### src/rtl/sf_pack_reorder.sv
module sf_pack_reorder #(
  parameter int PKT_W    = 8,
  parameter int MAX_PKTS = 4,
  parameter int DEST_W   = 2,
  parameter int LANES    = 4,
  parameter int SEQ_W    = 4,
  parameter int WIN      = 4,
  parameter int FLUSH_T  = 6,
  parameter int GAP_T    = 12,
  localparam int CNT_W   = $clog2(MAX_PKTS + 1),
  localparam int FR_W    = MAX_PKTS * PKT_W,
  localparam int LC_W    = $clog2(LANES + 1)
) (
  input  logic                      clk,
  input  logic                      rst_n,
  input  logic                      in_valid,
  input  logic                      in_mcast,
  input  logic [DEST_W-1:0]         in_dest,
  input  logic [PKT_W-1:0]          in_data,
  input  logic [LC_W-1:0]           act_lanes,
  output logic [LANES-1:0]          lo_valid,
  output logic                      lo_mcast,
  output logic [DEST_W-1:0]         lo_dest,
  output logic [SEQ_W-1:0]          lo_seq,
  output logic [CNT_W-1:0]          lo_cnt,
  output logic [FR_W-1:0]           lo_data,
  input  logic [LANES-1:0]          li_valid,
  input  logic [LANES-1:0]          li_mcast,
  input  logic [LANES*DEST_W-1:0]   li_dest,
  input  logic [LANES*SEQ_W-1:0]    li_seq,
  input  logic [LANES*CNT_W-1:0]    li_cnt,
  input  logic [LANES*FR_W-1:0]     li_data,
  output logic                      out_valid,
  output logic [DEST_W-1:0]         out_dest,
  output logic [PKT_W-1:0]          out_data,
  output logic [15:0]               skip_cnt
);
  localparam int LI_W  = (LANES > 1) ? $clog2(LANES) : 1;
  localparam int WI_W  = (WIN > 1) ? $clog2(WIN) : 1;
  localparam int NDEST = 1 << DEST_W;
  localparam int TM_W  = $clog2(FLUSH_T + 1);
  localparam int GT_W  = $clog2(GAP_T + 1);

  // ingress packer
  logic              open_q;
  logic [DEST_W-1:0] cur_dest;
  logic [CNT_W-1:0]  cur_cnt;
  logic [FR_W-1:0]   cur_data;
  logic [TM_W-1:0]   tmr;
  logic [SEQ_W-1:0]  seq_tab [NDEST];
  logic [LI_W-1:0]   rr, lane_sel, lane_nxt;
  logic [LC_W-1:0]   act_eff;

  wire uni       = in_valid & ~in_mcast;
  wire mc        = in_valid & in_mcast;
  wire close_now = open_q & ((uni & ((in_dest != cur_dest) | (cur_cnt == CNT_W'(MAX_PKTS))))
                           | (~in_valid & (tmr == TM_W'(FLUSH_T))));
  wire start     = uni & (~open_q | close_now);

  always_comb begin
    act_eff = act_lanes;
    if (act_lanes == '0) act_eff = LC_W'(1);
    else if (act_lanes > LC_W'(LANES)) act_eff = LC_W'(LANES);
    lane_sel = (LC_W'(rr) < act_eff) ? rr : '0;
    lane_nxt = (LC_W'(lane_sel) + LC_W'(1) == act_eff) ? '0 : lane_sel + LI_W'(1);
  end

  always_ff @(posedge clk) begin
    if (!rst_n) begin
      open_q <= 1'b0; cur_dest <= '0; cur_cnt <= '0; cur_data <= '0; tmr <= '0; rr <= '0;
      for (int d = 0; d < NDEST; d++) seq_tab[d] <= '0;
      lo_valid <= '0; lo_mcast <= 1'b0; lo_dest <= '0; lo_seq <= '0; lo_cnt <= '0; lo_data <= '0;
    end else begin
      lo_valid <= '0;
      if (mc | close_now) begin
        lo_valid <= LANES'(1) << lane_sel;
        rr <= lane_nxt;
        if (mc) begin
          lo_mcast <= 1'b1; lo_dest <= in_dest; lo_seq <= '0;
          lo_cnt <= CNT_W'(1); lo_data <= FR_W'(in_data);
        end else begin
          lo_mcast <= 1'b0; lo_dest <= cur_dest; lo_seq <= seq_tab[cur_dest];
          lo_cnt <= cur_cnt; lo_data <= cur_data;
          seq_tab[cur_dest] <= seq_tab[cur_dest] + SEQ_W'(1);
        end
      end
      if (start) begin
        open_q <= 1'b1; cur_dest <= in_dest; cur_cnt <= CNT_W'(1); cur_data <= FR_W'(in_data);
      end else if (uni) begin
        cur_data[int'(cur_cnt)*PKT_W +: PKT_W] <= in_data;
        cur_cnt <= cur_cnt + CNT_W'(1);
      end else if (close_now) begin
        open_q <= 1'b0;
      end
      if (start) tmr <= '0;
      else if (open_q && tmr != TM_W'(FLUSH_T)) tmr <= tmr + TM_W'(1);
    end
  end

  a_r6_lane_onehot: assert property (@(posedge clk) disable iff (!rst_n) $onehot0(lo_valid));
  a_r2_cnt_range: assert property (@(posedge clk) disable iff (!rst_n)
    (|lo_valid) |-> (lo_cnt >= CNT_W'(1) && lo_cnt <= CNT_W'(MAX_PKTS)));
  a_r5_mcast_alone: assert property (@(posedge clk) disable iff (!rst_n)
    (|lo_valid && lo_mcast) |-> (lo_cnt == CNT_W'(1) && lo_seq == '0));
  a_r7_lane_active: assert property (@(posedge clk) disable iff (!rst_n)
    (|lo_valid) |-> ((lo_valid >> $past(act_eff)) == '0));

  // egress reorderer
  logic              sv   [WIN];
  logic [DEST_W-1:0] sd   [WIN];
  logic [CNT_W-1:0]  sc   [WIN];
  logic [FR_W-1:0]   sdat [WIN];
  logic [SEQ_W-1:0]  exp_q;
  logic [CNT_W-1:0]  idx;
  logic [GT_W-1:0]   gtmr;
  logic              pend;
  logic [LANES-1:0]  acc;
  logic [WI_W-1:0]   lslot [LANES];
  logic [SEQ_W-1:0]  loff  [LANES];

  wire [WI_W-1:0] hslot = exp_q[WI_W-1:0];
  wire head_v    = sv[hslot];
  wire head_last = (idx == sc[hslot] - CNT_W'(1));
  wire skip      = ~head_v & pend & (gtmr == GT_W'(GAP_T - 1));

  always_comb begin
    pend = 1'b0;
    for (int w = 0; w < WIN; w++) pend = pend | sv[w];
    for (int l = 0; l < LANES; l++) begin
      lslot[l] = li_seq[l*SEQ_W +: WI_W];
      loff[l]  = li_seq[l*SEQ_W +: SEQ_W] - exp_q;
      acc[l]   = li_valid[l] & ~li_mcast[l] & (loff[l] < SEQ_W'(WIN)) & ~sv[lslot[l]]
               & ~(skip & (loff[l] == '0));
    end
  end

  always_ff @(posedge clk) begin
    if (!rst_n) begin
      for (int w = 0; w < WIN; w++) begin sv[w] <= 1'b0; sd[w] <= '0; sc[w] <= '0; sdat[w] <= '0; end
      exp_q <= '0; idx <= '0; gtmr <= '0; skip_cnt <= '0;
      out_valid <= 1'b0; out_dest <= '0; out_data <= '0;
    end else begin
      out_valid <= head_v;
      if (head_v) begin
        out_dest <= sd[hslot];
        out_data <= sdat[hslot][int'(idx)*PKT_W +: PKT_W];
        if (head_last) begin
          sv[hslot] <= 1'b0; idx <= '0;
        end else idx <= idx + CNT_W'(1);
      end
      for (int l = 0; l < LANES; l++) if (acc[l]) begin
        sv[lslot[l]]   <= 1'b1;
        sd[lslot[l]]   <= li_dest[l*DEST_W +: DEST_W];
        sc[lslot[l]]   <= li_cnt[l*CNT_W +: CNT_W];
        sdat[lslot[l]] <= li_data[l*FR_W +: FR_W];
      end
      if ((head_v & head_last) | skip) exp_q <= exp_q + SEQ_W'(1);
      if (skip) skip_cnt <= skip_cnt + 16'd1;
      gtmr <= (head_v | ~pend | skip) ? '0 : gtmr + GT_W'(1);
    end
  end

  a_r11_skip_step: assert property (@(posedge clk) disable iff (!rst_n)
    (skip_cnt != $past(skip_cnt)) |-> (skip_cnt == $past(skip_cnt) + 16'd1));
endmodule

### config.mk
export PLATFORM = sky130hd
export DESIGN_NAME = sf_pack_reorder
export DESIGN_NICKNAME = d
export VERILOG_FILES = /design/src/rtl/sf_pack_reorder.sv
export SDC_FILE = /design/constraint.sdc
export NUM_CORES = 1
export LEC_CHECK = 0
export ABC_AREA = 1
export BUFFER_PORTS_ARGS = -buffer_cell sky130_fd_sc_hd__buf_2
export CORE_ASPECT_RATIO = 1.5
export CORE_MARGIN = 1.5
export CORE_UTILIZATION = 25
export CTS_CLUSTER_DIAMETER = 100
export DETAILED_ROUTE_END_ITERATION = 8
export PLACE_DENSITY = 0.5
export SYNTH_ARGS = -nofsm -noshare
export SYNTH_HDL_FRONTEND = slang
export SYNTH_SLANG_ARGS = --single-unit
### constraint.sdc
create_clock -name clk -period 9.6 [get_ports clk]
set_clock_uncertainty 0.1 [all_clocks]
set_input_delay 0.48 -clock clk [delete_from_list [all_inputs] [get_ports clk]]
set_output_delay 0.48 -clock clk [all_outputs]
set_load 0.01 [all_outputs]
Word-level counts from Yosys, hierarchy flattened:

Memory sizes are Yosys's and may differ from the RTL's. A register that Yosys moved wholly into a read port is not among the register bits.
Index checks and enable logic that the tools add are counted.

* bits in registers: 125
* bits in latches: 0
* bits in writable memories: 168
* memory bits (read-only): 0
* bits of input ports: 189
* memories: 5

Memories
* sdat: depth 4, width 32, rd ports 1, clocked after memory_dff 1, write ports 4, RTL line 112 `logic [FR_W-1:0] sdat [WIN];`
* seq_tab: depth 4, width 4, rd ports 1, clocked after memory_dff 1, write ports 4, RTL line 50 `logic [SEQ_W-1:0] seq_tab [NDEST];`
* sc: depth 4, width 3, rd ports 1, clocked after memory_dff 1, write ports 4, RTL line 111 `logic [CNT_W-1:0] sc [WIN];`
* sd: depth 4, width 2, rd ports 1, clocked after memory_dff 1, write ports 4, RTL line 110 `logic [DEST_W-1:0] sd [WIN];`
* sv: depth 4, width 1, rd ports 9, clocked after memory_dff 1, write ports 5, RTL line 109 `logic sv [WIN];`

* $add $sub $neg: 15
* multiply operators: 0
* div/mod/pow operators: 0
* order comparisons: 6
* eq/ne operators: 8
* shift-type cells: 4
* muxes and demuxes: 98
* bitwise gates (word level): 57
* reduce and logical (&&, ||, !) cells: 30

Operators by type and width (number)
* 32-bit 2-to-1 mux: 5
* 32-bit OR reduction: 4
* 2-bit 2-to-1 mux: 32
* 1-bit 2-to-1 mux: 48
* 6-bit negator with 33-bit output: 1
* 8-bit by 33-bit variable shift with 32-bit output, first input constant: 1
* 8-bit by 33-bit indexed part select with 32-bit output: 1
* 32-bit bitwise mux: 1
* 32-bit by 7-bit indexed part select with 8-bit output: 1
* 1-bit AND: 29
* 3-bit 2-to-1 mux: 8
* 1-bit inverter: 18
* 16-bit by 1-bit adder with 16-bit output, second input constant: 1
* 4-bit zero test: 4
* 4-bit by 3-bit less-than comparator with 1-bit output, second input constant: 4
* 8-bit 2-to-1 mux: 2
* 4-bit subtractor: 4
* 4-bit by 1-bit adder with 4-bit output, second input constant: 3
* 2-bit OR reduction: 6
* 3-bit OR reduction: 4
* 1-bit OR: 10
* 3-bit by 1-bit adder with 3-bit output, second input constant: 3
* 4-bit 2-to-1 mux: 2
* 3-bit equality test: 2
* other kinds (18): 24

Logic depth before layout (Yosys ltp):

An unclocked memory read counts as a cell.

* depth after elaboration: 14
* mapped depth: 16
* mapped depth without buffers: 14

Least setup slack after synthesis:

No wires, ideal clock.

* path type: input port to flip-flop
* from: input port li_seq[4]
* to: memory sc[3][0] in the netlist's numbering, enable pin
* setup time: 0.607 ns
* arrival: 2.826 ns
* data required time: 8.893 ns
* slack: 6.067 ns
* cell stages on the path: 10
* buffers on the path: 1
* cells stage by stage: inv_1 ha_1 inv_1 fa_1 nor2_1 nand4_4 nand3_1 buf_2 and3_1 nand3_1

RTL lines
* start: declaration: RTL line 30 `input logic [LANES*SEQ_W-1:0] li_seq,`
* end: declaration: RTL line 111

==> results.toml <==
[logic_synthesis]
synth_area_leader_cell = "edfxtp_1"
synthTopCellsByCount = "nand2_1, inv_1, nand4_1"
synth.top_cell.area_share_pct = 24.67
netlist_instances = 2916
synth.distinct_cells = 55
syn_nets = 3135
async_flop_share_pct = 0
synth-seq-cells = 299
synth_most_common_cell = "nand2_1"
synth_ff_type = "edfxtp_1"
synth_area_um2 = 19970
avgSynthCellArea_um2 = 6.847
yosysSeqAreaShare_pct = 38.20
yosysWarnings = 0
synth_edf_count = 164
synth_area_leaders = "edfxtp_1, nand2_1, dfxtp_1, nand4_1, nand3_1"

[worst_setup_path]
cp_cell_sequence = "buf_4, inv_4, nand2_1, nand3_2, nand2_4, nand3_4, inv_4, nand2_2, nand3_4, buf_4, nand2_2, nor2_1, nand2_2"
cp_slowest_cell = "buf_4"
cp_max_fo = 73
worst-r2r-setup-slack_ns = 3.92
path_buf_inv = 4
cp.required_ns = 9.55
critPathTopFamily = "simple AND/OR/NAND/NOR gates"
crit_type = "reg -> reg"
slowest_delay_ns = 0.72
cp_common_cell = "nand2_2"
end_kind = "flop"
start_kind = "flop"
worstPathArrival_ns = 5.63

[power]
leakagePower_nw = 10.59
cellPowerDensity_nw_per_um2 = 128.9
ir_drop_uv = 140.2

[sta]
fin_crit_ns = 5.680
tns_ns = 0
fin_crit_sh_pct = 59.17
max_slew_margin_pct = 17.64
finalHoldViolations = 0
hold_slack_ns = 0.09356
finalSetupViolations = 0
worst_pin_slew_ns = 1.231
rsz0062_at_grt = "no"
drv_slew = 0
max_freq_mhz = 176.0

[global_route]
gr-usage-met1_pct = 20.90
grt_pass1_vias = 19253
grtUsageMet2_pct = 35.94
grt_pass1_wl_mm = 119.3
grt_usage_pct = 19.26
use_met3_pct = 2.334
antenna_found_initial = 10
grt_max_degree = 75
busiest_layer = "met2"
overflow = 0

[run_status]
status = "complete, no violations"

[cts]
cts_tree = "built"
insertion_delay_ns = 0.61
numCtsBuffers = 31
cts_setup_buffers = 0
cts.reportedPaths.clkPinSlew_ns = 0.07
ctsResizeCount = 0
cts_sinks = 299
hold_buffers = 0
clk_path_buf_depth = 3
cts_root_buf = "clkbuf_16"
cts_max_level = 1

[place]
routabilityCongestion = 0.8290
io_buffers = 261
dp_hpwl_mm = 55.52
post_dp_cell_area_um2 = 21920

[hold_path]
hold_class = "in -> reg"

[floorplan]
io_pins = 262
coreArea_um2 = 78830
dieArea_um2 = 81600
initial_core_util_pct = 25.33
fp.dieW_um = 233.7
rows = 126
die_h_um = 349.1

[routing]
wire_per_inst_um = 19.59
ant_nets = 0
drc = 0
drt_iter0_drc = 1363
via_count = 20094
vias_per_cell = 4.907
firstDrtPassIters = 6
routed_wl_mm = 80.24

[run]
max_cap_violations = 0

[finish]
syn2layout_area_growth_pct = 14.83
finalNetCount = 3259
postLayoutCellArea_um2 = 22930
fillerInstances = 8682
drive_gt1_share_pct = 14.52
==> cells in the final DEF, fill, tap and decap left out, types with 35 or more instances in the layout <==
master,netlist,routed
a21oi_1,98,98
buf_2,66,260
clkinv_1,73,75
dfxtp_1,135,134
edfxtp_1,164,164
inv_1,273,273
inv_2,50,50
nand2_1,835,832
nand3_1,217,211
nand4_1,224,224
nor2_1,206,203
o21ai_0,210,210
o21ai_1,35,35
==> flip-flops by register name (all words and copies together), names as in the netlist, 8 cells and up, named ones only <==
name	flops
sdat	128
cur_data	32
lo_data	32
seq_tab	16
skip_cnt	16
sc	12
out_data	8
sd	8
==> worst paths after layout <==
| check | from | endpoint | cells after the start |
|---|---|---|---|
| max reg2reg | flop | sdat[0][9] | 13 |
| max | flop | sdat[0][9] | 13 |
| min reg2reg | cur_data[1] | cur_data[1] | 2 |
| min | li_data[111] | sdat[1][15] | 3 |
==> logic make-up (layout without fill, tap and decap cells) <==
kind of cell | after synthesis | in the layout | synth area share (%)
and+or+nand+nor | 1529 | 1529 | 34.42
DFF | 299 | 299 | 38.20
xor gates and xnor gates | 20 | 20 | 0.8774
AOI/OAI and AO/OA | 438 | 438 | 12.18
buffers and inverters | 600 | 749 | 12.29
other | 0 | 6 | 0
adders and majority gates | 30 | 30 | 2.030
==> worst register-to-register path, delay by kind of cell (launching register included) <==
family        cells  cell delay, ns
flops             1            0.31
simple gates      9            2.81
buf+inv           4            1.92
==> metrics by stage <==
step                total power, mW  worst slack (ns)  std cells  utilization, %
floorplan                     1.598             6.067       2916               -
global placement              1.775             3.945       4031           27.80
detailed placement            1.775             3.831       4031           27.80
CTS                           2.985             3.815       4089           29.07
global route                  3.061             3.519       4095           29.09
finish                        2.955             3.920       4095           29.09
==> layout make-up <==
type                    count  area [um^2]  area share [%]
diodes                      6        15.01         0.06549
clock buffers              37        798.3           3.482
clock inverters            21        197.7          0.8623
inverters                 400         1511           6.592
multi-input cells        2017         9961           43.45
flip-flops and latches    299         7629           33.27
well taps                1024         1281           5.588
repair buffers            291         1534           6.691
==> where the power goes <==
part | internal (mW) | total [mW] | switching (mW)
sequential | 1.40 | 1.42 | 0.0219
clock | 0.673 | 1.21 | 0.535
combinational | 0.0880 | 0.330 | 0.242
==> routing by layer <==
metal | vias up | routed length (um)
met5 | - | 13
met4 | 2 | 3997
met3 | 242 | 4406
met2 | 739 | 42070
met1 | 9200 | 29750
li1 | 9911 | -
Power figures use the tool's default switching activity.
